$ cat config.mk
export PLATFORM = sky130hd
export DESIGN_NAME = dma_irq_acct
export DESIGN_NICKNAME = d
export VERILOG_FILES = /design/src/rtl/dma_irq_pkg.sv /design/src/rtl/irq_stat_bank.sv /design/src/rtl/irq_mask_bank.sv /design/src/rtl/irq_acct_counter.sv /design/src/rtl/dma_irq_acct.sv
export SDC_FILE = /design/constraint.sdc
export NUM_CORES = 1
export LEC_CHECK = 0
export ABC_AREA = 1
export BUFFER_PORTS_ARGS = -buffer_cell sky130_fd_sc_hd__buf_2
export CELL_PAD_IN_SITES_DETAIL_PLACEMENT = 1
export CELL_PAD_IN_SITES_GLOBAL_PLACEMENT = 2
export CORE_MARGIN = 3
export CORE_UTILIZATION = 29
export DETAILED_ROUTE_END_ITERATION = 12
export MAX_ROUTING_LAYER = met4
export PLACE_DENSITY_LB_ADDON = 0.1
export REMOVE_ABC_BUFFERS = 1
export SLEW_MARGIN = 30
export SYNTH_ARGS = -nofsm -noshare
export SYNTH_HDL_FRONTEND = slang
export SYNTH_SLANG_ARGS = --single-unit
$ cat constraint.sdc
create_clock -name clk -period 3 [get_ports clk]
set_clock_uncertainty 0.2 [all_clocks]
set_input_delay 0.6 -clock clk [delete_from_list [all_inputs] [get_ports clk]]
set_output_delay 0.6 -clock clk [all_outputs]
set_load 0.02 [all_outputs]
$ cat src/rtl/dma_irq_pkg.sv
package dma_irq_pkg;
   // Status bit positions
   localparam int EV_BADREG = 0;
   localparam int EV_SDONE  = 1;
   localparam int EV_DDONE  = 2;
   localparam int EV_BCNT   = 3;
   localparam int EV_SACCT  = 4;
   localparam int EV_DACCT  = 5;
   localparam int EV_SDFERR = 6;
   localparam int EV_DDFERR = 7;
   localparam int EV_RDERR  = 8;
   localparam int EV_WRERR  = 9;
   localparam int EV_XFER   = 10;
   localparam int EV_PAUSE  = 11;
   localparam int EV_MIN    = 12;

   // Word addresses
   localparam int A_STAT = 0;
   localparam int A_MASK = 1;
   localparam int A_UNMS = 2;
   localparam int A_MSK  = 3;
   localparam int A_SCNT = 4;
   localparam int A_DCNT = 5;
   localparam int A_LAST = 5;

   // Counter slot indices
   localparam int CNT_SRC = 0;
   localparam int CNT_DST = 1;
   localparam int NUM_CNT = 2;
endpackage

$ cat src/rtl/irq_stat_bank.sv
module irq_stat_bank #(
   parameter int N = 12
) (
   input  logic         clk,
   input  logic         rst_n,
   input  logic [N-1:0] set_i,
   input  logic [N-1:0] clr_i,
   output logic [N-1:0] stat_o
);
   // A set takes priority over a clear of the same bit in one cycle.
   always_ff @(posedge clk or negedge rst_n) begin
      if (!rst_n) stat_o <= '0;
      else        stat_o <= (stat_o & ~clr_i) | set_i;
   end
endmodule

$ cat src/rtl/irq_mask_bank.sv
module irq_mask_bank #(
   parameter int N = 12
) (
   input  logic         clk,
   input  logic         rst_n,
   input  logic [N-1:0] unmask_i,
   input  logic [N-1:0] mask_i,
   output logic [N-1:0] mask_o
);
   always_ff @(posedge clk or negedge rst_n) begin
      if (!rst_n) mask_o <= '1;
      else        mask_o <= (mask_o & ~unmask_i) | mask_i;
   end
endmodule

$ cat src/rtl/irq_acct_counter.sv
module irq_acct_counter #(
   parameter int CNT_W = 8
) (
   input  logic             clk,
   input  logic             rst_n,
   input  logic             inc_i,
   input  logic             rdclr_i,
   output logic [CNT_W-1:0] cnt_o,
   output logic             wrap_o
);
   localparam logic [CNT_W-1:0] ONE = CNT_W'(1);

   // A wrap only counts when no clearing read hides it.
   assign wrap_o = inc_i && !rdclr_i && (cnt_o == '1);

   always_ff @(posedge clk or negedge rst_n) begin
      if (!rst_n)       cnt_o <= '0;
      else if (rdclr_i) cnt_o <= inc_i ? ONE : '0;
      else if (inc_i)   cnt_o <= cnt_o + ONE;
   end
endmodule

$ cat src/rtl/dma_irq_acct.sv
module dma_irq_acct
   import dma_irq_pkg::*;
#(
   parameter int NUM_EV  = 12,
   parameter int CNT_W   = 8,
   parameter int DATA_W  = 32,
   parameter int ADDR_W  = 4,
   parameter bit IRQ_REG = 1'b0
) (
   input  logic              clk,
   input  logic              rst_n,
   input  logic [NUM_EV-1:0] ev_pulse,
   input  logic              reg_wr,
   input  logic              reg_rd,
   input  logic [ADDR_W-1:0] reg_addr,
   input  logic [DATA_W-1:0] reg_wdata,
   output logic [DATA_W-1:0] reg_rdata,
   output logic              irq
);
   localparam int ADDR_SPAN = 1 << ADDR_W;

   // Elaboration-time parameter checks
   if (NUM_EV < EV_MIN || NUM_EV > DATA_W) begin : g_bad_ev
      $error("NUM_EV must lie between %0d and DATA_W", EV_MIN);
   end
   if (CNT_W < 1 || CNT_W > DATA_W) begin : g_bad_cnt
      $error("CNT_W must lie between 1 and DATA_W");
   end
   if (ADDR_SPAN <= A_LAST) begin : g_bad_addr
      $error("ADDR_W too narrow for the register map");
   end

   // Address decode
   logic hit_stat, hit_mask, hit_unms, hit_msk, hit_scnt, hit_dcnt;
   logic mapped, bad_acc;

   assign hit_stat = (reg_addr == ADDR_W'(A_STAT));
   assign hit_mask = (reg_addr == ADDR_W'(A_MASK));
   assign hit_unms = (reg_addr == ADDR_W'(A_UNMS));
   assign hit_msk  = (reg_addr == ADDR_W'(A_MSK));
   assign hit_scnt = (reg_addr == ADDR_W'(A_SCNT));
   assign hit_dcnt = (reg_addr == ADDR_W'(A_DCNT));
   assign mapped   = hit_stat | hit_mask | hit_unms | hit_msk | hit_scnt | hit_dcnt;
   assign bad_acc  = (reg_wr | reg_rd) & ~mapped;

   // Write data bits above the event field have no destination.
   logic wdata_unused;
   if (DATA_W > NUM_EV) begin : g_wd_hi
      assign wdata_unused = ^reg_wdata[DATA_W-1:NUM_EV];
   end else begin : g_wd_none
      assign wdata_unused = 1'b0;
   end

   // Completion counters
   logic [NUM_CNT-1:0] cnt_inc, cnt_clr, cnt_wrap;
   logic [CNT_W-1:0]   acct_cnt [NUM_CNT];
   logic [CNT_W-1:0]   src_cnt, dst_cnt;

   assign cnt_inc[CNT_SRC] = ev_pulse[EV_SDONE];
   assign cnt_inc[CNT_DST] = ev_pulse[EV_DDONE];
   assign cnt_clr[CNT_SRC] = reg_rd & hit_scnt;
   assign cnt_clr[CNT_DST] = reg_rd & hit_dcnt;

   for (genvar c = 0; c < NUM_CNT; c++) begin : g_cnt
      irq_acct_counter #(.CNT_W(CNT_W)) u_cnt (
         .clk     (clk),
         .rst_n   (rst_n),
         .inc_i   (cnt_inc[c]),
         .rdclr_i (cnt_clr[c]),
         .cnt_o   (acct_cnt[c]),
         .wrap_o  (cnt_wrap[c])
      );
   end

   assign src_cnt = acct_cnt[CNT_SRC];
   assign dst_cnt = acct_cnt[CNT_DST];

   // Status word
   logic [NUM_EV-1:0] stat_set, stat_clr, stat_q;

   always_comb begin
      stat_set            = ev_pulse;
      stat_set[EV_SACCT]  = ev_pulse[EV_SACCT]  | cnt_wrap[CNT_SRC];
      stat_set[EV_DACCT]  = ev_pulse[EV_DACCT]  | cnt_wrap[CNT_DST];
      stat_set[EV_BADREG] = ev_pulse[EV_BADREG] | bad_acc;
   end

   assign stat_clr = (reg_wr && hit_stat) ? reg_wdata[NUM_EV-1:0] : '0;

   irq_stat_bank #(.N(NUM_EV)) u_stat (
      .clk    (clk),
      .rst_n  (rst_n),
      .set_i  (stat_set),
      .clr_i  (stat_clr),
      .stat_o (stat_q)
   );

   // Mask, changed only through the strobe addresses
   logic [NUM_EV-1:0] unms_bits, msk_bits, mask_q;

   assign unms_bits = (reg_wr && hit_unms) ? reg_wdata[NUM_EV-1:0] : '0;
   assign msk_bits  = (reg_wr && hit_msk)  ? reg_wdata[NUM_EV-1:0] : '0;

   irq_mask_bank #(.N(NUM_EV)) u_mask (
      .clk      (clk),
      .rst_n    (rst_n),
      .unmask_i (unms_bits),
      .mask_i   (msk_bits),
      .mask_o   (mask_q)
   );

   // Read mux
   always_comb begin
      reg_rdata = '0;
      if (reg_rd) begin
         if (hit_stat)      reg_rdata = DATA_W'(stat_q);
         else if (hit_mask) reg_rdata = DATA_W'(mask_q);
         else if (hit_scnt) reg_rdata = DATA_W'(src_cnt);
         else if (hit_dcnt) reg_rdata = DATA_W'(dst_cnt);
      end
   end

   // Interrupt output, combinational or registered
   logic pending;
   assign pending = |(stat_q & ~mask_q);

   if (IRQ_REG) begin : g_irq_ff
      logic irq_q;
      always_ff @(posedge clk or negedge rst_n) begin
         if (!rst_n) irq_q <= 1'b0;
         else        irq_q <= pending;
      end
      assign irq = irq_q;
   end else begin : g_irq_comb
      assign irq = pending;
   end
endmodule

# Yosys cells after proc, flatten, opt, wreduce, memory -nomap -nowiden
# Index checks and enable logic that the tools add are counted.
[totals] register_bits=40 input_bits=52 output_inout_bits=33 wordCells=61
[op_classes] addsub=2 eq_ne=7 muxes=14 bitwise_logic=21 n_reduce_logical=13
[ops] op="$mux W12" n=6
[ops] op="$mux W8" n=6
[ops] op="$and A12 B12 Y12" n=3
[ops] op="$not A12 Y12" n=3
[ops] op="$or A12 B12 Y12" n=2
[ops] op="$add A8 B1 Y8 const B" n=2
[ops] op="$eq A8 B8 Y1 const B" n=2
[ops] op="$reduce_or A12 Y1" n=1
[ops] op="$or A1 B1 Y1" n=9
[ops] op="$eq A4 B2 Y1 const B" n=2
[ops] op="$eq A4 B3 Y1 const B" n=2
[ops] op="$logic_and A1 B1 Y1" n=7
[ops] op="$eq A4 B1 Y1 const B" n=1
[ops] op="$logic_not A4 Y1" n=1
[ops] op="$reduce_bool A2 Y1" n=2
[ops] op="$and A1 B1 Y1" n=3
[ops] op="$logic_not A1 Y1" n=2
[ops] op="$mux W1" n=2
[ops] op="$not A1 Y1" n=1

# Longest topological paths before layout
# Gate-level depths: netlist of the first run.
[depth] ltp_word=10 depth_mapped=8 depth_no_buf=7

# Modules after synthesis
# A second synthesis of the first run with hierarchy kept.
[hier_totals] hier_cells=440 area_unflattened_um2=2899.0
[by_module_without_submodules] mod="dma_irq_acct" instances=1 cells_per_inst=204 area_each_um2=1004.7 seq_area_each_um2=0.0
[by_module_without_submodules] mod="irq_acct_counter" instances=2 cells_per_inst=58 area_each_um2=459.2 seq_area_each_um2=200.2
[by_module_without_submodules] mod="irq_mask_bank" instances=1 cells_per_inst=60 area_each_um2=495.5 seq_area_each_um2=315.3
[by_module_without_submodules] mod="irq_stat_bank" instances=1 cells_per_inst=60 area_each_um2=480.5 seq_area_each_um2=300.3

# Worst setup path before layout of the first run
# Ideal clock, no wire load.
[synth_path] path_type="input-to-output" start="input port reg_addr[0]" end="output port reg_rdata[0]" t_arrival_ns=1.573 required_ns=2.200 slack_ns=0.627 path_stages=5 n_path_buf=2 path_cell_list="buf_6 -> nor2_2 -> nand2_2 -> buf_2 -> a31oi_1"
[synth_between] elab_chain_len=6 elab_cells_between_ends=9
[synth_lines] element="from (decl)" line="dma_irq_acct.sv:15" rtl="input logic [ADDR_W-1:0] reg_addr,"
[synth_lines] element="$eq A4 B3 Y1" line="dma_irq_acct.sv:42" rtl="assign hit_dcnt = (reg_addr == ADDR_W'(A_DCNT));"
[synth_lines] element="$mux W8" line="dma_irq_acct.sv:119" rtl="else if (hit_dcnt) reg_rdata = DATA_W'(dst_cnt);"
[synth_lines] element="$mux W8" line="dma_irq_acct.sv:118" rtl="else if (hit_scnt) reg_rdata = DATA_W'(src_cnt);"
[synth_lines] element="$mux W12" line="dma_irq_acct.sv:117" rtl="else if (hit_mask) reg_rdata = DATA_W'(mask_q);"
[synth_lines] element="$mux W12 *" line="dma_irq_acct.sv:116" rtl="if (hit_stat) reg_rdata = DATA_W'(stat_q);"
[synth_lines] element="$mux W12 *" line="dma_irq_acct.sv:115" rtl="if (reg_rd) begin"
[synth_lines] element="to (decl)" line="dma_irq_acct.sv:17" rtl="output logic [DATA_W-1:0] reg_rdata,"
# Mark *: on every way between the ends. The rest lies on a longest branch, timed or not.

# Final worst setup path of the first run
[layout_path] start="input port reg_addr[0]" end="output port reg_rdata[11]"
[layout_between] elab_chain_len=4 elab_cells_between_ends=5
[layout_lines] element="$eq A4 B1 Y1" line="dma_irq_acct.sv:38" rtl="assign hit_mask = (reg_addr == ADDR_W'(A_MASK));"
[layout_lines] element="$mux W12" line="dma_irq_acct.sv:117"
[layout_lines] element="$mux W12 *" line="dma_irq_acct.sv:116"
[layout_lines] element="$mux W12 *" line="dma_irq_acct.sv:115"
# Marked as above.

==> results of run 1 <==
[cells in the final DEF (no fill, tap or decap), drive strengths merged]
cell    instances
o21ai          43
dfstp          12
dfrtp          28
o21bai          7
nor2           30
ha              2
conb           20
clkbuf          6
inv            55
nand3          29
a21oi          12
a31oi           5
nand3b          1
nand4           2
buf            48
o211ai          7
o22ai           6
nor3           12
bufinv          1
clkinv          1
xor2            2
nand2          59
[kinds of logic (layout without fill, tap and decap cells)]
| family | after synthesis | count (layout) | synth area share (%) |
|---|---|---|---|
| simple gates | 133 | 133 | 23.4 |
| buf+inv | 86 | 111 | 16.7 |
| compound gates | 80 | 80 | 17.9 |
| flops | 40 | 40 | 40.2 |
| fa+ha+maj | 2 | 2 | 0.989 |
| xor+xnor | 2 | 2 | 0.693 |
| other cells | 1 | 20 | 0.148 |
[flip-flops by register name (all words and copies together) (netlist names)]
register,count
g_cnt.u_cnt.cnt_o,16
u_mask.mask_o,12
u_stat.stat_o,12
[cells in the mapped netlist, types with 2 or more instances]
master	count
dfstp_2	12
nand3_2	2
buf_6	2
nor3_1	12
a21oi_1	11
xor2_1	2
ha_1	2
nand2_1	58
clkbuf_1	4
nand4_1	2
inv_1	53
o22ai_1	6
o211ai_1	7
buf_2	5
o21ai_1	22
o21bai_1	7
nor2_4	2
o21ai_0	21
nand3_1	27
dfrtp_1	28
a31oi_1	5
nor2_1	26
buf_4	20
nor2_2	2
[metrics by stage]
step	util (%)	power [mW]
after floorplan	-	1.13
after global placement	33.2	1.29
after detailed placement	33.2	1.30
after CTS	34.5	1.77
after global routing	34.5	1.88
final	34.5	1.74
[path summary, 6_finish.rpt]
kind | start | to | slack [ns] | depth (start not counted)
max in group asynchronous | rst_n | u_mask.mask_o[1] | 2.04 | 2
min in group clk | ev_pulse[3] | u_stat.stat_o[3] | 0.28 | 2
hold / removal | rst_n | u_stat.stat_o[9] | 0.18 | 2
setup reg to reg | g_cnt[0].u_cnt.cnt_o[0] | u_stat.stat_o[4] | 1.46 | 5
hold reg to reg | u_mask.mask_o[8] | u_mask.mask_o[8] | 0.30 | 2
setup / recovery | reg_addr[0] | reg_rdata[11] | 0.31 | 7
[power groups by stage]
stage | clock, mW | sequential [mW] | combinational, mW
final | 0.457 | 0.849 | 0.438
after detailed placement | 0 | 0.858 | 0.444
after floorplan | 0 | 0.807 | 0.319
after global placement | 0 | 0.858 | 0.430
after global routing | 0.487 | 0.878 | 0.516
after CTS | 0.469 | 0.852 | 0.448
[final cells by class]
cell class | instances | share of cell area (%)
multi-input cells | 237 | 40.4
clock inverters | 2 | 1.22
flip-flops and latches | 40 | 35.3
well taps | 105 | 4.57
inverters | 55 | 7.26
clock buffers | 6 | 2.52
repair buffers | 48 | 8.70
[worst max-delay path: stages]
cell     delay (ns)
buf_2          0.17
nor2_2         0.21
nand2_2        0.31
inv_1          0.23
nand2_1        0.08
a21oi_1        0.11
buf_2          0.17
[metal layers]
metal,routed length [µm],vias up
met5,0,-
met4,79,0
met3,303,7
met2,3340,48
met1,3780,1105
li1,-,1169
==> results_dict.tcl, run 1 <==
set metrics [dict create \
    cts_root_buf "clkbuf_8" \
    p_leak_nw 1.48 \
    synth_warnings 0 \
    vias_per_cell 4.72 \
    grt_max_degree 41 \
    max-cap-violations 0 \
    antenna_found_initial 0 \
    drive_above_1_share_pct 19.8 \
    cts.path.max_buffers 2 \
    ys_types 30 \
    path_class "primary input to output pin" \
    grt_pass1_vias 2333 \
    cts_setup_buffers 0 \
    fillers 1062 \
    overflow 0 \
    swShare_pct 36.4 \
    whs_ns 0.176 \
    busiest_layer "met2" \
    start_kind "primary input" \
    hold_buffers 0 \
    worstSkewPairLatency_ns 0.30 \
    ys.flop_type "dfrtp_1" \
    setup_slack_ns 0.306 \
    grtUsageMet1_pct 22.5 \
    grt_usage_pct 16.1 \
    period_needed_ns 2.69 \
    nets 441 \
    cp_max_fo 22 \
    worst_slew_pin_slew_ns 0.624 \
    synth_top_area_share_pct 27.7 \
    cts_num_sinks 40 \
    min_period_over_period_pct 89.8 \
    postSynthAreaPerCell_um2 7.35 \
    ir_drop_uv 254 \
    ff_latch_area_mm2 0.00102 \
    hpwl_um 5510 \
    dr.pass1.iters 4 \
    grt_pass1_wl_um 12200 \
    p_sw_mw 0.634 \
    start_util_pct 30.3 \
    rsz0062_at_grt "no" \
    drtIter0Drc 81 \
    synth-edff-count 0 \
    cts_made_buffers 5 \
    place_area_mm2 0.00277 \
    fmax_mhz 371 \
    power.internal_mw 1.11 \
    die_x_um 99.4 \
    clk_pin_slew_worst_paths_ns 0.08 \
    synth.cell_area_mm2 0.00253 \
    final_max_slew_viol_count 0 \
    io_pins 85 \
    fp.dieArea_mm2 0.00988 \
    crit_required_ns 2.20 \
    post_cts_resized 0 \
    status "complete, no violations" \
    setup_viol 0 \
    portBuffers 44 \
    h-tree-depth 2 \
    dieHeight_um 99.4 \
    hold_violations 0 \
    final_cells 493 \
    critPathArrivalTime_ns 1.89 \
    p_seq_share_pct 48.7 \
    dpl_worst_slack_ns 0.288 \
    cts_tree "yes" \
    timing.setup.tns_ns 0 \
    fin_area_mm2 0.00288 \
    synthCells 344 \
    syn_to_final_growth_pct 13.8 \
    yosys.area.top_type "dfrtp_1" \
    vias 2329 \
    yosysSeqAreaShare_pct 40.2 \
    met2_usage_pct 24.6 \
    n_antenna_cell 0 \
    gp_congestion 0.757 \
    rows 33 \
    multiInputGateArea_mm2 0.00116 \
    crit_path_end_kind "output pin" \
    power_frac_comb_pct 25.1 \
    drc 0 \
    power_density_mw_per_mm2 606 \
    synth_area_leaders "dfrtp_1, dfstp_2, nand2_1" \
    slew_headroom_pct 58.3 \
    core_area_mm2 0.00834 \
    wl_per_cell_um 15.2 \
    wl_um 7510 \
    hold_class "primary input to async pin" \
    place_inst 485 \
    use_met3_pct 2.45 \
    ys_seq_elements 40 \
    clockPowerShare_pct 26.2 \
    synthArstFlopShare_pct 100 \
    drtAntennaViolNets 0 \
]
(Power assumes the default switching activity.)
==> inputs of run 2 (changes only) <==
--- a/config.mk
+++ b/config.mk
@@ -7,13 +7,13 @@
 export LEC_CHECK = 0
 export ABC_AREA = 1
 export BUFFER_PORTS_ARGS = -buffer_cell sky130_fd_sc_hd__buf_2
-export CELL_PAD_IN_SITES_DETAIL_PLACEMENT = 1
+export CELL_PAD_IN_SITES_DETAIL_PLACEMENT = 0
 export CELL_PAD_IN_SITES_GLOBAL_PLACEMENT = 2
 export CORE_MARGIN = 3
 export CORE_UTILIZATION = 29
 export DETAILED_ROUTE_END_ITERATION = 12
 export MAX_ROUTING_LAYER = met4
-export PLACE_DENSITY_LB_ADDON = 0.1
+export PLACE_DENSITY_LB_ADDON = 0.15
 export REMOVE_ABC_BUFFERS = 1
 export SLEW_MARGIN = 30
 export SYNTH_ARGS = -nofsm -noshare
==> run 2 against run 1 <==
Compared with the run above: worst hold slack got worse by 0.097 ns; utilization fell by 0.24 points; final cell count did not move; sequential share of layout area rose by 0.25 points; highest routed layer unchanged.
==> results_dict.tcl, run 2 (synthesis results as in run 1) <==
set metrics [dict create \
    h-tree-depth 2 \
    slew_headroom_pct 63.0 \
    r2r_slack_ns 1.50 \
    post-route-util_pct 34.2 \
    fmax_mhz 372 \
    rsz0062_at_grt "no" \
    busiest_layer "met2" \
    crit_buf_inv 3 \
    die_x_um 99.4 \
    cpLargestDelayFamily "buffers and inverters" \
    reg2regPathDepth 6 \
    hold_class "primary input to async pin" \
    cts_root_buf "clkbuf_8" \
    grt_usage_pct 15.2 \
    max-cap-violations 0 \
    critPathSlowestCell "nand2_2" \
    vias_per_cell 4.62 \
    vias 2280 \
    grt_pass1_wl_um 11500 \
    cts_made_buffers 5 \
    start_util_pct 30.3 \
    grt_max_degree 39 \
    path_class "primary input to output pin" \
    status "complete, no violations" \
    fp.dieArea_mm2 0.00988 \
    drtAntennaViolNets 0 \
    p_leak_nw 1.47 \
    grt_pass1_vias 2204 \
    start_kind "primary input" \
    drive_above_1_share_pct 19.8 \
    rows 33 \
    cts.path.max_buffers 2 \
    r2r-end "g_cnt[0].u_cnt.cnt_o[6]" \
    antenna_found_initial 0 \
    largestRegisters "g_cnt.u_cnt.cnt_o x16, u_mask.mask_o x12, u_stat.stat_o x12" \
    final_max_slew_viol_count 0 \
    nets 442 \
    fillers 930 \
    period_needed_ns 2.69 \
    min_period_over_period_pct 89.6 \
    post_cts_resized 0 \
    io_pins 85 \
    timing.setup.tns_ns 0 \
    r2r_start "g_cnt[0].u_cnt.cnt_o[0]" \
    wl_per_cell_um 14.1 \
    final_cell_mix "nand2_1, inv_1, buf_2, dfrtp_1, nand3_1" \
    max_stage_delay_ns 0.27 \
    core_area_mm2 0.00834 \
    hold_violations 0 \
    drc 0 \
    ir_drop_uv 233 \
    grtUsageMet1_pct 22.0 \
    p_sw_mw 0.603 \
    worst_slew_pin_slew_ns 0.554 \
    overflow 0 \
    cts_num_sinks 40 \
    power_frac_comb_pct 26.7 \
    cts_setup_buffers 0 \
    wl_um 6930 \
    cpMostUsedCell "buf_2" \
    crit_required_ns 2.20 \
    clk_pin_slew_worst_paths_ns 0.08 \
    hold_buffers 0 \
    portBuffers 44 \
    drtIter0Drc 66 \
    met2_usage_pct 22.0 \
    largest_reg_flops 16 \
    worstSkewPairLatency_ns 0.29 \
    regMostFlops "g_cnt.u_cnt.cnt_o" \
    power.internal_mw 1.02 \
    cts_tree "yes" \
    layout_commonest_cell "nand2_1" \
    swShare_pct 37.1 \
    setup_viol 0 \
    dieHeight_um 99.4 \
    dr.pass1.iters 5 \
    use_met3_pct 2.88 \
    crit_path_end_kind "output pin" \
    p_seq_share_pct 51.8 \
    power_density_mw_per_mm2 569 \
    crit_chain "buf_2, nor2_2, nand2_2, buf_4, o21ai_0, a31oi_1, buf_2" \
    clockPowerShare_pct 21.5 \
    critPathArrivalTime_ns 1.89 \
    syn_to_final_growth_pct 13.0 \
    gp_congestion 0.739 \
    hpwl_um 5120 \
    n_antenna_cell 0 \
    cp_max_fo 18 \
]
## run 2: area by class of cell
cell class,count,area [µm²],share of cell area [%]
tap,105,131,4.60
timing repair buffer,49,260,9.11
multi-input combinational,237,1160,40.7
inverter,55,209,7.31
clock inverter,1,5.00,0.175
clock buffer,6,72.6,2.54
sequential,40,1020,35.6
## run 2: per-stage QoR
stage / hold slack, ns / cell area [µm²] / power (mW) / worst slack [ns] / cells
after global placement: 0.286 / 2780 / 1.28 / 0.312 / 486
final: 0.0789 / 2860 / 1.62 / 0.311 / 493
after CTS: 0.269 / 2850 / 1.65 / 0.304 / 493
after floorplan: 0.104 / 2390 / 1.13 / 0.549 / 332
after global routing: 0.107 / 2860 / 1.78 / 0.0924 / 493
after detailed placement: 0.293 / 2780 / 1.29 / 0.320 / 486
## run 2: how the worst max path moves through the flow
stage | from | to | slack [ns] | cells past startpoint
final | reg_addr[0] | reg_rdata[0] | 0.31 | 7
after global routing | reg_addr[0] | reg_rdata[0] | 0.09 | 7
after CTS | reg_addr[0] | reg_rdata[0] | 0.30 | 7
after detailed placement | reg_addr[0] | reg_rdata[0] | 0.32 | 7
after global placement | reg_addr[0] | reg_rdata[0] | 0.31 | 7
after floorplan | reg_addr[3] | reg_rdata[10] | 0.55 | 5
## run 2: power groups by stage
stage	registers, mW	logic [mW]	clock network (mW)
after floorplan	0.807	0.319	0
after global placement	0.852	0.432	0
after detailed placement	0.851	0.439	0
after CTS	0.843	0.440	0.368
after global routing	0.871	0.510	0.394
final	0.842	0.434	0.349
## run 2: worst register-to-register path: stages, from the launching register on
cell,delay (ns)
dfrtp_1,0.40
ha_1,0.22
nand2_1,0.07
nor3_1,0.31
nand2_1,0.09
nand2_1,0.07
nor2_1,0.04
## run 2: layer usage
| layer | vias up | routed length (µm) |
|---|---|---|
| met5 | - | 0 |
| met1 | 1044 | 3490 |
| li1 | 1168 | - |
| met2 | 64 | 3040 |
| met3 | 4 | 351 |
| met4 | 0 | 44 |
